[config.mk]
export PLATFORM = sky130hd
export DESIGN_NAME = rom_fifo_feeder
export DESIGN_NICKNAME = d
export VERILOG_FILES = /design/src/rtl/feed_pkg.sv /design/src/rtl/feed_fetch.sv /design/src/rtl/feed_buf.sv /design/src/rtl/feed_fsm.sv /design/src/rtl/rom_fifo_feeder.sv
export SDC_FILE = /design/constraint.sdc
export NUM_CORES = 1
export LEC_CHECK = 0
export ABC_AREA = 1
export BUFFER_PORTS_ARGS = -buffer_cell sky130_fd_sc_hd__buf_4
export CORE_ASPECT_RATIO = 0.6
export CORE_UTILIZATION = 54
export CTS_CLUSTER_DIAMETER = 50
export DETAILED_ROUTE_END_ITERATION = 10
export PLACE_DENSITY = 0.87
export SYNTH_ARGS = -nofsm -noshare
export SYNTH_HDL_FRONTEND = slang
export SYNTH_SLANG_ARGS = --single-unit
[constraint.sdc]
create_clock -name clk -period 2.7 [get_ports clk]
set_input_delay 0.54 -clock clk [delete_from_list [all_inputs] [get_ports clk]]
set_output_delay 0.54 -clock clk [all_outputs]
set_load 0.01 [all_outputs]
[src/rtl/feed_pkg.sv]
package feed_pkg;

  typedef enum logic [1:0] {
    ST_IDLE  = 2'd0,
    ST_WRITE = 2'd1,
    ST_DONE  = 2'd2
  } feed_state_e;

endpackage

[src/rtl/feed_fetch.sv]
// Address generator: issues one ROM read per cycle while the holding buffer
// has room, stops after the last address and never wraps.
module feed_fetch #(
  parameter int ADDR_W = 8
) (
  input  logic              clk,
  input  logic              rst,
  input  logic              run,
  input  logic              room,
  output logic [ADDR_W-1:0] rom_addr,
  output logic              inflight,
  output logic              issued_all
);

  logic fetch;
  logic at_last;

  assign at_last = &rom_addr;
  assign fetch   = run & room & ~issued_all;

  always_ff @(posedge clk) begin
    if (rst) begin
      rom_addr   <= '0;
      inflight   <= 1'b0;
      issued_all <= 1'b0;
    end else begin
      inflight <= fetch;
      if (fetch) begin
        if (at_last) issued_all <= 1'b1;
        else         rom_addr   <= rom_addr + 1'b1;
      end
    end
  end

  // an issued read below the top address moves the address by exactly one
  a_r7_addr_single_step: assert property (@(posedge clk) disable iff (rst)
    (fetch && !at_last) |=> rom_addr == $past(rom_addr) + 1'b1);

  // without a read the address holds (stall freezes it, no wrap at top)
  a_r7_addr_hold: assert property (@(posedge clk) disable iff (rst)
    !fetch |=> $stable(rom_addr));

endmodule

[src/rtl/feed_buf.sv]
// Small holding buffer between the one-cycle ROM read and the FIFO write.
// Room is granted against occupancy plus the read still in flight, so a
// returning word always has a slot.
module feed_buf #(
  parameter int DATA_W = 32,
  parameter int DEPTH  = 2
) (
  input  logic              clk,
  input  logic              rst,
  input  logic              push,
  input  logic [DATA_W-1:0] din,
  input  logic              pop,
  output logic [DATA_W-1:0] head,
  output logic              nonempty,
  output logic              room
);

  localparam int PTR_W = (DEPTH > 1) ? $clog2(DEPTH) : 1;
  localparam int CNT_W = $clog2(DEPTH + 1);
  localparam int OCC_W = CNT_W + 1;

  logic [DATA_W-1:0] slot [DEPTH];
  logic [PTR_W-1:0]  wp;
  logic [PTR_W-1:0]  rp;
  logic [CNT_W-1:0]  cnt;
  logic [OCC_W-1:0]  occ_next;

  function automatic logic [PTR_W-1:0] bump(input logic [PTR_W-1:0] p);
    return (p == PTR_W'(DEPTH - 1)) ? '0 : p + 1'b1;
  endfunction

  assign nonempty = (cnt != '0);
  assign head     = slot[rp];
  // occupancy after this edge, counting the word that lands from the ROM next
  assign occ_next = OCC_W'(cnt) + OCC_W'(push) - OCC_W'(pop);
  assign room     = (occ_next <= OCC_W'(DEPTH - 1));

  // data storage without reset so it maps onto plain registers or LUT RAM
  always_ff @(posedge clk) begin
    if (push) slot[wp] <= din;
  end

  always_ff @(posedge clk) begin
    if (rst) begin
      wp  <= '0;
      rp  <= '0;
      cnt <= '0;
    end else begin
      if (push) wp <= bump(wp);
      if (pop)  rp <= bump(rp);
      cnt <= CNT_W'(occ_next);
    end
  end

  // a returning ROM word never finds the buffer full
  a_r4_no_overflow: assert property (@(posedge clk) disable iff (rst)
    (push && !pop) |-> cnt != CNT_W'(DEPTH));

  // the FIFO is never written from an empty buffer
  a_r4_no_underflow: assert property (@(posedge clk) disable iff (rst)
    pop |-> cnt != '0);

endmodule

[src/rtl/feed_fsm.sv]
// Pass sequencer: idle until start, write phase counting accepted words,
// terminal state after the last one.
module feed_fsm
  import feed_pkg::*;
#(
  parameter int ADDR_W = 8
) (
  input  logic        clk,
  input  logic        rst,
  input  logic        start,
  input  logic        pop,
  output feed_state_e state,
  output logic        in_write
);

  logic [ADDR_W-1:0] wr_cnt;

  assign in_write = (state == ST_WRITE);

  always_ff @(posedge clk) begin
    if (rst) begin
      state  <= ST_IDLE;
      wr_cnt <= '0;
    end else begin
      unique case (state)
        ST_IDLE: begin
          if (start) state <= ST_WRITE;
        end
        ST_WRITE: begin
          if (pop) begin
            wr_cnt <= wr_cnt + 1'b1;
            if (&wr_cnt) state <= ST_DONE;
          end
        end
        ST_DONE: begin
          state <= ST_DONE;
        end
        default: state <= ST_IDLE;
      endcase
    end
  end

  // the terminal state is left only by reset
  a_r5_done_sticky: assert property (@(posedge clk) disable iff (rst)
    (state == ST_DONE) |=> (state == ST_DONE));

  // without start the sequencer stays idle
  a_r1_wait_for_start: assert property (@(posedge clk) disable iff (rst)
    (state == ST_IDLE && !start) |=> (state == ST_IDLE));

endmodule

[src/rtl/rom_fifo_feeder.sv]
module rom_fifo_feeder
  import feed_pkg::*;
#(
  parameter int DATA_W = 32,
  parameter int ADDR_W = 8
) (
  input  logic              clk,
  input  logic              rst,
  input  logic              start,
  output logic [ADDR_W-1:0] rom_addr,
  input  logic [DATA_W-1:0] rom_data,
  input  logic              fifo_full,
  output logic              fifo_wr_req,
  output logic [DATA_W-1:0] fifo_wr_data
);

  localparam int BUF_DEPTH = 2;

  feed_state_e state;
  logic        in_write;
  logic        inflight;
  logic        issued_all;
  logic        room;
  logic        nonempty;
  logic        pop;

  feed_fsm #(.ADDR_W(ADDR_W)) u_fsm (
    .clk      (clk),
    .rst      (rst),
    .start    (start),
    .pop      (pop),
    .state    (state),
    .in_write (in_write)
  );

  feed_fetch #(.ADDR_W(ADDR_W)) u_fetch (
    .clk        (clk),
    .rst        (rst),
    .run        (in_write),
    .room       (room),
    .rom_addr   (rom_addr),
    .inflight   (inflight),
    .issued_all (issued_all)
  );

  feed_buf #(.DATA_W(DATA_W), .DEPTH(BUF_DEPTH)) u_buf (
    .clk      (clk),
    .rst      (rst),
    .push     (inflight),
    .din      (rom_data),
    .pop      (pop),
    .head     (fifo_wr_data),
    .nonempty (nonempty),
    .room     (room)
  );

  // the request is qualified by the full flag in the same cycle
  assign pop         = in_write & nonempty & ~fifo_full;
  assign fifo_wr_req = pop;

  // in idle the address generator has not moved
  a_r1_idle_addr_zero: assert property (@(posedge clk) disable iff (rst)
    (state == ST_IDLE) |-> (rom_addr == '0 && !inflight && !nonempty));

  // reaching the terminal state leaves nothing fetched or buffered
  a_r5_done_drained: assert property (@(posedge clk) disable iff (rst)
    (state == ST_DONE) |-> (!nonempty && !inflight && issued_all));

endmodule

# Word-level counts from Yosys, hierarchy flattened
# Memories as Yosys holds them, arrays and structs flattened. A register that Yosys moved wholly into a read port is not among the register bits.
# Index checks and enable logic that the tools add are counted.
dict set report classes {
  add_sub_neg 6
  n_lt_le_gt_ge 1
  n_eq_ne 5
  mux 10
  bitwise_logic 7
  reduce_logical 8
}
# operator count
set ops {}
lappend ops {{adder 8 x 1 -> 8 bit, second input constant} 2}
lappend ops {{AND reduction 8 bit} 2}
lappend ops {{AND reduction 9 bit} 1}
lappend ops {{2-to-1 mux 1 bit} 6}
lappend ops {{2-to-1 mux 2 bit} 3}
lappend ops {{case mux 2 bit (3 select lines)} 1}
lappend ops {{bitwise AND 1 bit} 4}
lappend ops {{inequality test 2 x 1 -> 1 bit, second input constant} 2}
lappend ops {{AND reduction 2 bit} 2}
lappend ops {{adder 2 x 1 -> 3 bit} 1}
lappend ops {{<= comparator 3 x 1 -> 1 bit, second input constant} 1}
lappend ops {{NOT 1 bit} 3}
lappend ops {{AND reduction 3 bit} 1}
lappend ops {{subtractor 3 x 1 -> 3 bit} 1}
lappend ops {{adder 1 bit, second input constant} 2}
lappend ops {{== test 2 x 1 -> 1 bit, second input constant} 1}
lappend ops {{== test 2 bit, second input constant} 1}
lappend ops {{logical NOT 2 bit} 1}
lappend ops {{inequality test 2 bit, second input constant} 1}
lappend ops {{nonzero test 2 bit} 1}
dict set report word_totals {
  ff_bits 24
  ram_bits 64
  out_inout_bits 41
  elab_cells 46
  mem_count 1
}
# name words width read_ports rd_ports_with_merged_regs write_ports line_no
set mem_list {}
lappend mem_list {u_buf.slot 2 32 1 1 1 feed_buf.sv:22} ;# logic [DATA_W-1:0] slot [DEPTH];

# Logic depth before layout (Yosys ltp)
dict set report depth {
  word_depth 8
  depth_mapped 17
  mapped_depth_nobuf 16
}

# Hierarchy
# From an unflattened synthesis, not the netlist that was laid out.
dict set report unflattened {
  hier_cells 348
  area_unflattened_um2 3801.1
}
# module instances cells_each area_each_um2
set by_module_without_submodules {}
lappend by_module_without_submodules {feed_buf 1 201 2777.7}
lappend by_module_without_submodules {feed_fsm 1 75 518.0}
lappend by_module_without_submodules {feed_fetch 1 70 495.5}
lappend by_module_without_submodules {rom_fifo_feeder 1 2 10.0}

# Least setup slack after synthesis
# OpenSTA, ideal clock, no wires.
dict set report synth_path {
  kind {register -> register}
  from {register u_fsm.state[1]}
  to {register u_fetch.rom_addr[7]}
  arrival_ns 2.398
  required_time_ns 2.590
  setup_slack_ns 0.193
  stages_incl_launch_ff 17
  path_buffers 2
  period_less_slack_ns 2.507
  path_cell_list {dfxtp_1 -> inv_1 -> ha_1 -> nand2_1 -> nor2_2 -> buf_6 -> ha_1 -> inv_1 -> ha_1 -> fa_1 -> inv_1 -> nand3_2 -> nor2_4 -> buf_6 -> nand4_1 -> nand2_1 -> nor2_1}
}
dict set report synth_between {
  elab_chain_cells 8
}
# element line_no
set synth_lines {}
lappend synth_lines {{start, declared} feed_fsm.sv:12} ;# output feed_state_e state,
lappend synth_lines {{start signal, assigned} feed_fsm.sv:22} ;# state <= ST_IDLE;
lappend synth_lines {{start signal, assigned} feed_fsm.sv:27} ;# if (start) state <= ST_WRITE;
lappend synth_lines {{start signal, assigned} feed_fsm.sv:32} ;# if (&wr_cnt) state <= ST_DONE;
lappend synth_lines {{== test 2 x 1 -> 1 bit} feed_fsm.sv:18} ;# assign in_write = (state == ST_WRITE);
lappend synth_lines {{bitwise AND 1 bit (2 in series)} rom_fifo_feeder.sv:58} ;# assign pop = in_write & nonempty & ~fifo_full;
lappend synth_lines {{named net fifo_wr_req} rom_fifo_feeder.sv:13} ;# output logic fifo_wr_req,
lappend synth_lines {{subtractor 3 x 1 -> 3 bit} feed_buf.sv:35} ;# assign occ_next = OCC_W'(cnt) + OCC_W'(push) - OCC_W'(pop);
lappend synth_lines {{named net u_buf.occ_next[1]} feed_buf.sv:26} ;# logic [OCC_W-1:0] occ_next;
lappend synth_lines {{<= comparator 3 x 1 -> 1 bit} feed_buf.sv:36} ;# assign room = (occ_next <= OCC_W'(DEPTH - 1));
lappend synth_lines {{bitwise AND 1 bit (2 in series)} feed_fetch.sv:19} ;# assign fetch = run & room & ~issued_all;
lappend synth_lines {{AND reduction 2 bit (no source line)} --}
lappend synth_lines {{end signal, assigned} feed_fetch.sv:30} ;# else rom_addr <= rom_addr + 1'b1;
lappend synth_lines {{end, declared} feed_fetch.sv:10} ;# output logic [ADDR_W-1:0] rom_addr,
# The timed path passes the listed nets, and every way through them passes these cells.
# A chain may end at the register's enable or synchronous reset.

# Worst setup path in the final report
dict set report layout_path {
  from {register u_fsm.state[1]}
  to {register u_fetch.rom_addr[2]}
}
dict set report layout_between {
  elab_chain_cells 8
}
# element line_no
set layout_lines {}
lappend layout_lines {{== test 2 x 1 -> 1 bit} feed_fsm.sv:18}
lappend layout_lines {{bitwise AND 1 bit (2 in series)} rom_fifo_feeder.sv:58}
lappend layout_lines {{subtractor 3 x 1 -> 3 bit} feed_buf.sv:35}
lappend layout_lines {{named net u_buf.occ_next[1]} feed_buf.sv:26}
lappend layout_lines {{<= comparator 3 x 1 -> 1 bit} feed_buf.sv:36}
lappend layout_lines {{bitwise AND 1 bit (2 in series)} feed_fetch.sv:19}
lappend layout_lines {{AND reduction 2 bit (no source line)} --}
# The timed path passes the listed nets, and every way through them passes these cells.

==> summary.txt <==
Routing
  • Initial DRC count: 130
  • DR vias/cell: 5.043
  • Drt pass-1 iters: 4
  • Post-DRT Antenna Nets: 0
  • DRC Markers: 0
  • Routed WL: 6553 um
  • DR WL/cell: 14.18 um
  • Total vias in the final route: 2,330

Synthesis
  • Yosys warnings: 0
  • Most common cell in the netlist: edfxtp_1
  • Synthesized cell area: 0.003621 mm^2
  • Top cells by area, synth: edfxtp_1 (53%), dfxtp_1 (14%), mux2_2 (9.3%), nand2_1 (3.8%), inv_1 (3.3%)
  • Area share of the largest cell type after synthesis: 53.08%
  • Syn_nets: 330
  • Number of register bits inferred by synthesis: 89
  • Post-synth top area cell: edfxtp_1
  • Cell variety after synth: 28
  • Mapped Avg Cell Area: 12.62 um^2
  • Register area share after synthesis: 66.90%
  • Top post-synthesis cells by count: edfxtp_1 (64), nand2_1 (37), inv_1 (32)
  • Ys flop type: edfxtp_1
  • Syn Inst Count: 287
  • Post-synth ARST share: 0%
  • EDFF count, synth: 64

Clock tree
  • Num CTS Buffers: 9
  • Clk_lat worst skew: 0.35 ns
  • CTS Hold Buffers Added: 0
  • Root Buffer: clkbuf_8
  • Clk buf depth: 2
  • Sinks on Clock Net: 89
  • CTS tree: yes
  • H-tree levels: 3
  • CTS clk-pin slew, worst paths: 0.08 ns

Worst setup path
  • Worst Path Required: 2.94 ns
  • Critical path fanouts, max: 5
  • Crit Path Class: flip-flop to flip-flop
  • Critical Path Source Type: flip-flop
  • R2R cell count: 15
  • WP data arrival: 2.69 ns
  • Setup crit end kind: flip-flop

Pwr
  • Cell leakage power: 1.790 nW
  • Worst vdd ir: 0.0004034 V
  • Power density cells: 717.9 mW/mm^2
  • Power, Total: 3.256 mW

Cells and area
  • Layout cells sized above 1: 37.04%
  • Diodes inserted: 0
  • Cell area after layout: 0.004536 mm^2
  • Synthesis-to-finish area growth: 25.26%
  • Final net count: 417
  • Util after Layout: 72.27%

Place
  • Placed Instance Area: 0.004287 mm^2
  • Placer congestion estimate: 0.7618
  • Post-DP HPWL: 4588 um
  • I/O Buffers: 76

Timing
  • Final slew viol count: 0
  • Relative slew slack: 70.24%
  • Final count of hold timing violations: 0
  • Tmin final: 2.452 ns
  • Final TNS setup: 0 ns
  • RSZ-0062 raised after global routing: no
  • Fmax: 0.4078 GHz
  • Final setup skew: 0.005555 ns
  • Final hold slack: 0.3674 ns
  • Slew at the pin closest to its max-slew limit: 0.4463 ns
  • Final worst-path cycle share: 90.82%
  • Final setup viols: 0

Global route
  • Tot GR Track Use: 20.10%
  • Vias in the first global route: 2,201
  • Met2 Use GR: 34.46%
  • GR Layer Usage met3: 6.647%
  • First-pass GRT wire length: 10,290 um
  • Grt total ovfl: 0
  • Layer with the highest usage: met2
  • Largest net degree at the start of global routing: 33
  • GR Layer Usage met1: 23.74%
  • Initial antenna violation count: 0

Die
  • Horiz. Die Dim: 107.7 um
  • Core area: 0.006276 mm^2
  • Die ar.: 0.007048 mm^2
  • Starting density of the core: 57.70%
  • # rows: 22
  • # IOs: 77
  • Die height: 65.43 um

Job
  • Max-Cap Viols: 0

Min path
  • Hold Path Class: primary input to flip-flop
  • Hold path cells: 1

Outcome
  • Status: completed
[flip-flops by register name, indices dropped and copies added, names as in the netlist, named ones only]
register            cells
u_buf.slot             64
u_buf.wp                1
u_fsm.wr_cnt            8
u_fetch.inflight        1
u_buf.rp                1
u_fetch.issued_all      1
u_fetch.rom_addr        8
u_fsm.state             2
u_buf.cnt               2
[routing by layer]
metal | part of all wire (%) | wire, um | vias to the layer above
met1 | 42 | 2768 | 1090
li1 | - | - | 1161
met3 | 6.0 | 396 | 8
met5 | 0 | 0 | -
met2 | 51 | 3312 | 71
met4 | 1.1 | 75 | 0
[per-stage QoR]
| stage | instances | setup slack, ns |
|---|---|---|
| 3_5_place_dp | 444 | 0.06554 |
| 4_1_cts | 459 | 0.1350 |
| 2_1_floorplan | 287 | 0.1925 |
| 5_1_grt | 462 | 0.07607 |
| 3_3_place_gp | 444 | 0.1307 |
| 6_report | 462 | 0.2479 |
[layout make-up]
type	count	area, um^2
clock buffer	9	123.9
multi-input combinational	157	1027
inverter	33	123.9
tap	84	105.1
sequential	89	2422
timing repair buffer	84	643.1
fill	439	1740
clock inverter	6	90.09
[power by group]
group	switching [mW]	internal [mW]	total, mW
Sequential	0.0467	1.60	1.64
Combinational	0.330	0.309	0.639
Clock	0.453	0.521	0.973
Total	0.830	2.43	3.26
[path summary, 6_finish.rpt]
path	from	to	slack, ns
max	u_fsm.state[1]	u_fetch.rom_addr[2]	0.25
min	rom_data[18]	u_buf.slot[0][18]	0.37
max reg2reg	u_fsm.state[1]	u_fetch.rom_addr[2]	0.25
min reg2reg	u_fetch.rom_addr[5]	u_fetch.rom_addr[5]	0.48
[repair_timing]
| item | 4_1_cts | 5_1_grt |
|---|---|---|
| buffers inserted | 0 | 3 |
| gates resized for setup | 0 | 0 |
| setup endpoints to repair | 0 | 3 |
| hold endpoints to repair | 0 | 0 |
[layout by cell type, fill, tap and decap left out, types with 2 or more instances in the layout]
master and instances:
a21oi_1 13, buf_4 83, bufinv_16 2, clkbuf_8 9
dfxtp_1 25, edfxtp_1 64, ha_1 6, inv_1 32
inv_6 2, mux2_1 2, mux2_2 30, nand2_1 37
nand2_2 2, nand2_4 2, nand3_1 15, nand4_1 5
nor2_1 23, nor2_2 2, nor2_4 2, nor3_1 3
o21ai_0 7, xor2_1 2
[cells by family (layout without fill, tap and decap cells)]
group                    count (synthesis)  in the layout  share of synthesized area (%)
AND/OR/NAND/NOR                         94             94                          12.09
flip-flops                              89             89                          66.90
buffers and inverters                   41            132                          4.803
multiplexers                            32             32                          9.951
AO/OA/AOI/OAI                           22             22                          3.144
adder cells (fa/ha/maj)                  7              7                          2.626
XOR/XNOR                                 2              2                         0.4838
[worst max-delay path, stage by stage (launching register included)]
cell,delay [ns]
dfxtp_1,0.32
inv_1,0.06
ha_1,0.20
nand2_1,0.08
nor2_2,0.04
ha_1,0.27
inv_1,0.04
ha_1,0.18
fa_1,0.44
inv_1,0.10
nand3_2,0.11
nor2_4,0.18
buf_4,0.15
nand2_4,0.06
nand2_1,0.06
a21oi_1,0.06
Power figures use the tool's default switching activity.
